**src/rtl/sdram_chk_pkg.sv**
```systemverilog
package sdram_chk_pkg;

  localparam int ERR_W   = 4;
  localparam int NUM_ERR = 11;

  // violation codes, lower value wins when several fire together
  localparam int E_ACT_BUSY = 1;
  localparam int E_ACC_IDLE = 2;
  localparam int E_GLB_BUSY = 3;
  localparam int E_RCD      = 4;
  localparam int E_RAS      = 5;
  localparam int E_RC       = 6;
  localparam int E_RP       = 7;
  localparam int E_RRD      = 8;
  localparam int E_MRD      = 9;
  localparam int E_WR       = 10;
  localparam int E_RFC      = 11;

  typedef enum logic [3:0] {
    CMD_IGN, CMD_NOP, CMD_ACT, CMD_RD, CMD_WR,
    CMD_PRE, CMD_MRS, CMD_REF, CMD_STOP
  } cmd_e;

  typedef enum logic [1:0] {
    BK_IDLE    = 2'd0,
    BK_OPEN    = 2'd1,
    BK_CLOSING = 2'd2
  } bank_st_e;

  typedef struct packed {
    cmd_e op;
    logic a10;
    logic bank;
  } cmd_t;

  // value loaded into a gap timer so that a command k edges later is legal iff k >= t
  function automatic int gap_load(input int t);
    return (t > 0) ? t - 1 : 0;
  endfunction

  function automatic int imax(input int a, input int b);
    return (a > b) ? a : b;
  endfunction

endpackage

```
**src/rtl/sdram_gap_timer.sv**
```systemverilog
module sdram_gap_timer #(
  parameter int CW = 3
) (
  input  logic          clk,
  input  logic          rst_n,
  input  logic          load_i,
  input  logic [CW-1:0] val_i,
  output logic          clear_o
);

  logic [CW-1:0] cnt_q, cnt_d;

  always_comb begin
    if (load_i)
      cnt_d = val_i;
    else if (cnt_q != '0)
      cnt_d = cnt_q - 1'b1;
    else
      cnt_d = cnt_q;
  end

  always_ff @(posedge clk or negedge rst_n) begin
    if (!rst_n)
      cnt_q <= '0;
    else
      cnt_q <= cnt_d;
  end

  assign clear_o = (cnt_q == '0);

endmodule

```
**src/rtl/sdram_bank_track.sv**
```systemverilog
module sdram_bank_track
  import sdram_chk_pkg::*;
#(
  parameter int CW        = 3,
  parameter int T_RCD     = 2,
  parameter int T_RAS     = 4,
  parameter int T_RC      = 6,
  parameter int T_RP      = 2,
  parameter int T_RRD     = 2,
  parameter int T_WR      = 1,
  parameter int BURST_LEN = 4
) (
  input  logic     clk,
  input  logic     rst_n,
  input  logic     act_i,
  input  logic     acc_i,
  input  logic     wr_i,
  input  logic     auto_i,
  input  logic     pre_i,
  output bank_st_e st_o,
  output logic     rcd_ok_o,
  output logic     ras_ok_o,
  output logic     rc_ok_o,
  output logic     rp_ok_o,
  output logic     rrd_ok_o,
  output logic     wr_ok_o
);

  localparam int L_RCD  = gap_load(T_RCD);
  localparam int L_RAS  = gap_load(T_RAS);
  localparam int L_RC   = gap_load(T_RC);
  localparam int L_RP   = gap_load(T_RP);
  localparam int L_RRD  = gap_load(T_RRD);
  localparam int L_WREC = gap_load(BURST_LEN - 1 + T_WR);
  localparam int L_CLR  = BURST_LEN - 1;
  localparam int L_CLW  = BURST_LEN - 1 + T_WR;

  bank_st_e      st_q, st_d;
  logic          close_ld, close_done, rp_ld, wrec_ld;
  logic [CW-1:0] close_val;

  always_comb begin
    close_ld  = acc_i && auto_i && (st_q == BK_OPEN);
    wrec_ld   = acc_i && wr_i;
    close_val = wr_i ? CW'(L_CLW) : CW'(L_CLR);
  end

  always_comb begin
    st_d  = st_q;
    rp_ld = 1'b0;
    case (st_q)
      BK_IDLE: begin
        if (act_i) st_d = BK_OPEN;
      end
      BK_OPEN: begin
        if (pre_i) begin
          st_d  = BK_IDLE;
          rp_ld = 1'b1;
        end else if (close_ld) begin
          st_d = BK_CLOSING;
        end
      end
      BK_CLOSING: begin
        if (close_done) begin
          st_d  = BK_IDLE;
          rp_ld = 1'b1;
        end
      end
      default: st_d = BK_IDLE;
    endcase
  end

  always_ff @(posedge clk or negedge rst_n) begin
    if (!rst_n)
      st_q <= BK_IDLE;
    else
      st_q <= st_d;
  end

  assign st_o = st_q;

  sdram_gap_timer #(.CW(CW)) u_rcd (
    .clk(clk), .rst_n(rst_n), .load_i(act_i), .val_i(CW'(L_RCD)), .clear_o(rcd_ok_o));
  sdram_gap_timer #(.CW(CW)) u_ras (
    .clk(clk), .rst_n(rst_n), .load_i(act_i), .val_i(CW'(L_RAS)), .clear_o(ras_ok_o));
  sdram_gap_timer #(.CW(CW)) u_rc (
    .clk(clk), .rst_n(rst_n), .load_i(act_i), .val_i(CW'(L_RC)), .clear_o(rc_ok_o));
  sdram_gap_timer #(.CW(CW)) u_rrd (
    .clk(clk), .rst_n(rst_n), .load_i(act_i), .val_i(CW'(L_RRD)), .clear_o(rrd_ok_o));
  sdram_gap_timer #(.CW(CW)) u_rp (
    .clk(clk), .rst_n(rst_n), .load_i(rp_ld), .val_i(CW'(L_RP)), .clear_o(rp_ok_o));
  sdram_gap_timer #(.CW(CW)) u_wrec (
    .clk(clk), .rst_n(rst_n), .load_i(wrec_ld), .val_i(CW'(L_WREC)), .clear_o(wr_ok_o));
  sdram_gap_timer #(.CW(CW)) u_close (
    .clk(clk), .rst_n(rst_n), .load_i(close_ld), .val_i(close_val), .clear_o(close_done));

endmodule

```
**config.mk**
```make
export PLATFORM = sky130hd
export DESIGN_NAME = sdram_bank_track
export DESIGN_NICKNAME = d
export VERILOG_FILES = /design/src/rtl/sdram_chk_pkg.sv /design/src/rtl/sdram_gap_timer.sv /design/src/rtl/sdram_bank_track.sv
export SDC_FILE = /design/constraint.sdc
export NUM_CORES = 1
export LEC_CHECK = 0
export CAP_MARGIN = 20
export CORE_UTILIZATION = 55
export CTS_CLUSTER_DIAMETER = 120
export DETAILED_ROUTE_END_ITERATION = 6
export DONT_BUFFER_PORTS = 1
export PLACE_DENSITY = 0.7
export SYNTH_ARGS = -nofsm -noshare
export SYNTH_HDL_FRONTEND = slang
export SYNTH_SLANG_ARGS = --single-unit
```
**constraint.sdc**
```tcl
create_clock -name clk -period 2.1 [get_ports clk]
set_clock_uncertainty 0.1 [all_clocks]
set_input_delay 0.315 -clock clk [delete_from_list [all_inputs] [get_ports clk]]
set_output_delay 0.315 -clock clk [all_outputs]
set_load 0.05 [all_outputs]
```
# ---- Yosys cells after proc, flatten, opt, wreduce, memory -nomap -nowiden
# Cells that the tools add are included.
dict set report word_totals {
  register_bits 23
  inputBits 7
  out_inout_bits 8
}
dict set report op_classes {
  addsub 7
  eq_ne 5
  mux 23
  reduce_logical 26
}
# op count
set op_table {}
lappend op_table {{2-to-1 mux 3 bit} 15}
lappend op_table {{zero test 3 bit} 7}
lappend op_table {{nonzero test 3 bit} 7}
lappend op_table {{subtractor 3 x 1 -> 3 bit (second input constant)} 7}
lappend op_table {{nonzero test 2 bit} 7}
lappend op_table {{2-to-1 mux 2 bit} 4}
lappend op_table {{one-hot mux 2 bit (3 select lines)} 1}
lappend op_table {{!= test 2 bit (second input constant)} 2}
lappend op_table {{logical AND 1 bit} 3}
lappend op_table {{!= test 3 bit (second input constant)} 1}
lappend op_table {{AND reduction 3 bit} 1}
lappend op_table {{equality test 2 x 1 -> 1 bit (second input constant)} 1}
lappend op_table {{equality test 2 bit (second input constant)} 1}
lappend op_table {{zero test 2 bit} 1}
lappend op_table {{2-to-1 mux 1 bit} 2}
lappend op_table {{one-hot mux 1 bit (2 select lines)} 1}

# ---- Depth between registers and ports, before layout
# Gate-level depths: netlist of run 1.
dict set report depth {
  ltp_word 5
  depth_mapped 5
}

# ---- Hierarchy
# From an unflattened synthesis of run 1, not the netlist that was laid out.
dict set report unflattened {
  hier_cells 170
  area_unflattened_um2 1636.6
}
# mod instances cells_per_inst area_each_um2
set by_module_without_submodules {}
lappend by_module_without_submodules {{sdram_gap_timer (u_close ...)} 6 21 201.4}
lappend by_module_without_submodules {sdram_bank_track 1 23 227.7}
lappend by_module_without_submodules {{sdram_gap_timer (u_rcd)} 1 21 200.2}

# ---- Worst setup path before layout of run 1
# Ideal clock, no wire load.
dict set report synth_timing {
  path_type {flip-flop to flip-flop}
  startpoint {register u_wrec.cnt_q[0]}
  endpoint {register u_wrec.cnt_q[1]}
  setup_ns 0.065
  arrival_ns 1.884
  required_ns 1.935
  setup_slack_ns 0.051
  stages_incl_launch_ff 6
  path_buffers 0
  period_less_slack_ns 2.049
  cell_sequence {dfrtp_1 inv_1 ha_1 nor2b_1 mux2_2 nand2_1}
}
dict set report synth_via {
  elab_chain_len 3
  word_cells_on_any_way 5
  classes_between {1 x add/sub; 2 x mux; 2 x reduce/logical}
}
# item line
set synth_rtl {}
lappend synth_rtl {{from (decl)} sdram_gap_timer.sv:11} ;# logic [CW-1:0] cnt_q, cnt_d;
lappend synth_rtl {{from (signal assigned)} sdram_gap_timer.sv:26} ;# cnt_q <= cnt_d;
lappend synth_rtl {{subtractor 3 x 1 -> 3 bit} sdram_gap_timer.sv:17} ;# cnt_d = cnt_q - 1'b1;
lappend synth_rtl {{2-to-1 mux 3 bit} sdram_gap_timer.sv:16} ;# else if (cnt_q != '0)
lappend synth_rtl {{2-to-1 mux 3 bit} sdram_gap_timer.sv:14} ;# if (load_i)
# Several ways; a longest one is shown, not always the timed one. The select of a mux whose other input is x is not followed.
# A chain may end at the register's enable or synchronous reset.

# ---- Final worst setup path of run 1
dict set report layout_timing {
  startpoint {register u_ras.cnt_q[0]}
  endpoint {output port ras_ok_o}
}
dict set report layout_via {
  elab_chain_len 1
}
# item line
set layout_rtl {}
lappend layout_rtl {{from (decl)} sdram_gap_timer.sv:11}
lappend layout_rtl {{from (signal assigned)} sdram_gap_timer.sv:26}
lappend layout_rtl {{zero test 3 bit} sdram_gap_timer.sv:29} ;# assign clear_o = (cnt_q == '0);
lappend layout_rtl {{to (decl)} sdram_bank_track.sv:22} ;# output logic ras_ok_o,
# No other way between the ends.

==> out/qor.yml, run 1 <==
status: "finished clean"
yosys.area.top_type: "dfrtp_1"
min_path_type: "primary input to flop"
grt_pass1_vias: 935
grt_pass1_wl_um: 3750
hold_viol: 0
synthMuxAreaShare_pct: 6.95
vias: 890
syn_avg_cell_area_um2: 10.2
fin_cells: 174
cts_made_buffers: 3
cp_max_fo: 4
synth_cells: 133
h-tree-depth: 1
place_congestion: 0.797
fin_setup_tns_ns: 0
rsz0062_at_grt: "false"
final_common_cell: "dfrtp_1"
synthAdderAreaFrac_pct: 16.7
slew_headroom_pct: 70.6
max-vdd-ir-drop_mv: 0.820
synth_xor_area_share_pct: 4.54
synthesis.area_um2: 1350
root_buffer: "clkbuf_4"
final_nets: 172
first_pass_iters: 4
hold_depth: 2
ctsResizeCount: 0
yosys_warnings: 0
area_growth_pct: 12.2
dieArea_um2: 2660
pre_cts_ws_ns: 0.427
routedWlPerCell_um: 13.2
antenna_cells: 0
vias_per_cell: 5.11
yosys.area_share.simple_pct: 14.1
cts_tree: "done"
clk_latency_ns: 0.30
worst-setup-path-type: "flop to primary output"
final-max-slew-violation-count: 0
critPathArrivalTime_ns: 1.54
clock.fmax_mhz: 513
p_leak_uw: 0.000784
grt_max_degree: 24
final_cell_mix: "23 x dfrtp_1, 22 x inv_1, 18 x ha_1"
cap_violations: 0
core_um2: 2250
synth_compound_area_share_pct: 8.71
numPortBuffers: 0
rr_worst_depth: 5
dp_hpwl_um: 1690
antenna_found_initial: 0
utilization_pct: 67.2
syn_nets: 158
synthTopCellsByArea: "dfrtp_1 43%, ha_1 17%, inv_1 6.1%"
seq_area_frac_synth_pct: 42.6
drc_errors: 0
yosysUniqueCellTypes: 23
finalCriticalPeriod_ns: 1.95
grtUsageTotal_pct: 19.2
clock-sinks: 23
cts.path.max_buffers: 2
path_clk_slew_ns: 0.12
worstPathRequired_ns: 1.68
synth_top_family_by_area: "adder cells"
cp-endpoint: "ras_ok_o"
r2r-start: "u_close.cnt_q[0]"
drive_gt1_share_pct: 8.22
slowest_delay_ns: 0.38
grt_overflow_total: 0
setup_violations: 0
drtAntennaViolNets: 0
path_cells: "inv_1, ha_1, nor2b_1, buf_4"
initial_core_util_pct: 59.9
setup_slack_ns: 0.149
dr.first_iter.drc_count: 10
p_per_area_nw_per_um2: 1400
startpoint_type: "flop"
std_cell_rows: 17
critPathLaunch: "u_ras.cnt_q[0]"
slowest_stage: "dfrtp_1"
wirelength_um: 2300
die_h_um: 51.5
die_x_um: 51.5
synth.top_cell.area_share_pct: 42.6
dpl.cell_count: 164
critPathCaptureType: "primary output"
final.period_utilization_pct: 92.9
r2r_slack_ns: 0.40
worst_pin_slew_ns: 0.440
ys_seq_elements: 23
regToRegEndpoint: "st_o[0]"
num_io_pins: 15
sequential cells by signal, summed over array words and instances (netlist names):
signal and flops:
st_o 2, u_close.cnt_q 3, u_ras.cnt_q 3, u_rcd.cnt_q 3
u_rrd.cnt_q 3, u_wrec.cnt_q 3, u_rp.cnt_q 3, u_rc.cnt_q 3
cells in the mapped netlist:
library cell / instances
mux2i_1: 6
clkbuf_1: 1
dfrtp_1: 23
o31ai_1: 1
ha_1: 18
nand3_1: 1
nor3b_1: 1
a221oi_2: 1
nand2b_4: 1
nor2_1: 15
a21oi_1: 5
nand3b_1: 1
inv_1: 22
a21o_1: 1
mux2_1: 1
a211oi_1: 5
nand2b_1: 9
nand2_1: 5
mux2_2: 2
a21boi_0: 1
xnor2_1: 7
a211o_1: 2
nor2b_1: 4
what timing repair did:
item                      CTS  global route
hold buffers                4             1
hold endpoints to repair   31             3
setup buffers               0             0
routing by layer:
layer,vias to the layer above,global-route usage (%),wire (um)
li1,449,-,-
met1,433,20.8,1010
met2,6,35.9,1240
met3,2,3.80,35
met4,0,7.66,14
met5,-,0,0
critical path: cells and delay by family (launching register included):
family / cells / cell delay [ns]
flops: 1 / 0.38
simple gates: 1 / 0.31
fa+ha+maj: 1 / 0.18
buf+inv: 2 / 0.38
through the flow:
step / hold WS, ns / area (um^2) / total power [uW]
finish: 0.0220 / 1520 / 2120
global route: 0.00443 / 1520 / 2300
CTS: 0.00336 / 1480 / 2130
detailed placement: -0.0800 / 1410 / 1900
global placement: -0.0802 / 1410 / 1810
floorplan: -0.0806 / 1350 / 1670
worst min path at each step:
stage | slack (ns) | to | start
4_1_cts | 0.003 | u_ras.cnt_q[1] | act_i
2_1_floorplan | -0.08 | st_o[0] | rst_n
6_report | 0.02 | u_rc.cnt_q[2] | act_i
3_5_place_dp | -0.08 | u_rrd.cnt_q[2] | rst_n
5_1_grt | 0.004 | u_ras.cnt_q[0] | act_i
3_3_place_gp | -0.08 | u_rrd.cnt_q[2] | rst_n
area by class of cell:
cell class / count / area [um^2]
fill: 186 / 739
clock buffer: 4 / 26.3
tap: 28 / 35.0
timing repair buffer: 10 / 108
sequential: 23 / 576
multi-input combinational: 87 / 688
inverter: 22 / 82.6
report_power, final:
part | switching [uW] | internal [uW] | leakage (uW)
clock | 127 | 73.9 | 0.0000150
combinational | 708 | 495 | 0.000496
sequential | 98.2 | 621 | 0.000274
total | 932 | 1190 | 0.000784
cells by family (layout without fill, tap and decap cells):
| family | count (synthesis) | in the layout |
|---|---|---|
| AND/OR/NAND/NOR | 37 | 37 |
| flip-flops | 23 | 23 |
| buffers and inverters | 23 | 36 |
| adder cells (fa/ha/maj) | 18 | 18 |
| AO/OA/AOI/OAI | 16 | 16 |
| multiplexers | 9 | 9 |
| XOR/XNOR | 7 | 7 |
(Power assumes the default switching activity.)
==> run 2: changes to the inputs <==
--- a/config.mk
+++ b/config.mk
@@ -10,6 +10,7 @@
 export CTS_CLUSTER_DIAMETER = 120
 export DETAILED_ROUTE_END_ITERATION = 6
 export DONT_BUFFER_PORTS = 1
+export GPL_TIMING_DRIVEN = 0
 export PLACE_DENSITY = 0.7
 export SYNTH_ARGS = -nofsm -noshare
 export SYNTH_HDL_FRONTEND = slang
==> constraint.sdc (replaced) <==
create_clock -name clk -period 1.9 [get_ports clk]
set_clock_uncertainty 0.1 [all_clocks]
set_input_delay 0.285 -clock clk [delete_from_list [all_inputs] [get_ports clk]]
set_output_delay 0.285 -clock clk [all_outputs]
set_load 0.05 [all_outputs]
==> run 2 against run 1 <==
  * Final area rose by 2.3%
  * Combinational power is 8% higher
  * Total power rose by 13%
  * First-iteration DRC count rose by 10%
  * Via count rose by 0.45%
  * Register-to-register slack worse by 0.32 ns
  * Flip-flop and latch count is the same
  * Wire length grew 3.1%
  * Die area unchanged
==> out/qor.yml, run 2 (synthesis results as in run 1) <==
cts.path.max_buffers: 2  # unchanged
initial_core_util_pct: 59.9  # unchanged
vias_per_cell: 5.23  # +2.2%
dpl.cell_count: 161  # -1.8%
path_clk_slew_ns: 0.13  # about the same
drtAntennaViolNets: 0  # unchanged
first_pass_iters: 4  # unchanged
clock.fmax_mhz: 550
pwr-share-seq_pct: 36.7  # +2.8 points
setup_violations: 0  # unchanged
startpoint_type: "flop"
grt_max_degree: 24  # unchanged
clk_latency_ns: 0.32  # +0.02 ns
fin_cells: 171  # -1.7%
path_cells: "inv_2, ha_2, nor2b_1, a221oi_2, mux2_1"
p_per_area_nw_per_um2: 1550  # +11%
vias: 894  # +0.45%
cts_tree: "done"
worst_pin_slew_ns: 0.443  # +0.00251 ns
cts_made_buffers: 3  # unchanged
cap_violations: 0  # unchanged
place_congestion: 0.673  # -16%
root_buffer: "clkbuf_4"
intPower_uw: 1330  # +12%
hold_viol: 0  # unchanged
pwr-share-clk_pct: 9.7  # +0.3 points
antenna_cells: 0  # unchanged
num_io_pins: 15  # unchanged
drc_errors: 0  # unchanged
dieArea_um2: 2660  # unchanged
grt_pass1_vias: 889  # -4.9%
antenna_found_initial: 0  # unchanged
final_nets: 169  # -1.7%
grtUsageTotal_pct: 20.1  # +0.94 points
swShare_pct: 44.5  # +0.58 points
die_h_um: 51.5  # unchanged
std_cell_rows: 17  # unchanged
clock-sinks: 23  # unchanged
fin_total_pwr_uw: 2400  # +13%
final_common_cell: "dfrtp_1"
core_um2: 2250  # unchanged
slew_headroom_pct: 70.5  # -0.13 points
whs_ns: 0.0531  # +0.0311 ns
cp_max_fo: 4  # unchanged
dr.first_iter.drc_count: 11  # +1
dp_hpwl_um: 1610  # -4.9%
combPwrFrac_pct: 53.5  # -3.2 points
final.period_utilization_pct: 95.7
grt_pass1_wl_um: 3810  # +1.5%
slowest_stage: "dfrtp_2"
finalCriticalPeriod_ns: 1.82
min_path_type: "primary input to flop"
grt_overflow_total: 0  # unchanged
final_cell_mix: "21 x dfrtp_1, 17 x inv_1, 17 x ha_1"
critPathCaptureType: "flop"
wirelength_um: 2370  # +3.1%
p_leak_uw: 0.000746  # -4.8%
worstPathRequired_ns: 2.01  # +0.33 ns
drive_gt1_share_pct: 16.1  # +7.9 points
die_x_um: 51.5  # unchanged
critPathArrivalTime_ns: 1.93  # +0.39 ns
max-vdd-ir-drop_mv: 0.946  # +15%
final-max-slew-violation-count: 0  # unchanged
rsz0062_at_grt: "false"
worst-setup-path-type: "flop to flop"
numPortBuffers: 0  # unchanged
status: "finished clean"
utilization_pct: 68.8  # +1.6 points
area_growth_pct: 14.8
routedWlPerCell_um: 13.9  # +4.9%
p_sw_uw: 1070  # +15%
h-tree-depth: 1  # unchanged
slowest_delay_ns: 0.57  # +0.19 ns
-- run 2: cell count changes in the layout (fill, tap and decap cells not counted), sizes merged --
cell / delta
buf: -4
clkinvlp: +4
inv: -4
clkinv: +1
-- run 2: path summary, 6_finish.rpt --
check	from	endpoint	slack [ns]	depth (start not counted)
max	st_o[1]	st_o[0]	0.08	5
min	wr_i	u_close.cnt_q[2]	0.05	2
max reg2reg	st_o[1]	st_o[0]	0.08	5
min reg2reg	u_rc.cnt_q[2]	u_rc.cnt_q[2]	0.41	1
max in group asynchronous	rst_n	u_ras.cnt_q[0]	1.07	2
min in group asynchronous	rst_n	u_rp.cnt_q[0]	0.21	1
-- run 2: power by group through the flow --
stage | Clock (uW) | Combinational, uW | Sequential (uW)
2_1_floorplan | 0 | 997 | 852
3_3_place_gp | 0 | 1080 | 872
4_1_cts | 245 | 1200 | 882
6_report | 234 | 1290 | 883
5_1_grt | 260 | 1450 | 903
3_5_place_dp | 0 | 1150 | 887
-- run 2: stage by stage --
step	area, um^2	TNS (ns)	setup slack, ns
floorplan	1360	0	0.0366
finish	1550	0	0.0815
detailed placement	1390	-0.0934	-0.0934
global route	1550	0	0.00428
CTS	1480	0	0.0159
global placement	1390	-0.0577	-0.0577
-- run 2: area by class of cell --
| type | count | area [um^2] |
|---|---|---|
| Multi-Input combinational cell | 87 | 731 |
| Fill cell | 174 | 704 |
| Sequential cell | 23 | 578 |
| Inverter | 22 | 97.6 |
| Timing Repair Buffer | 6 | 77.6 |
| Tap cell | 28 | 35.0 |
| Clock buffer | 3 | 22.5 |
| Clock inverter | 1 | 5.00 |
| Buffer | 1 | 3.75 |
-- run 2: timing repair --
action,4_1_cts,5_1_grt
endpoints found under the setup margin,3,5
hold endpoints to repair,29,0
resized for setup,4,9
hold buffers,5,0
setup buffers,0,0
-- run 2: worst max-delay path, delay by kind of cell (launching register included) --
| kind | cells | cell delay (ns) |
|---|---|---|
| mux | 1 | 0.35 |
| flops | 1 | 0.57 |
| simple gates | 1 | 0.15 |
| compound gates | 1 | 0.25 |
| buf+inv | 1 | 0.10 |
| fa+ha+maj | 1 | 0.20 |
-- run 2: metal layers --
metal	track usage (%)	wire (um)	share of wire [%]
met5	0	0	0
met4	12.2	52	2.2
met3	2.92	51	2.2
met2	35.5	1230	52
met1	22.7	1040	44
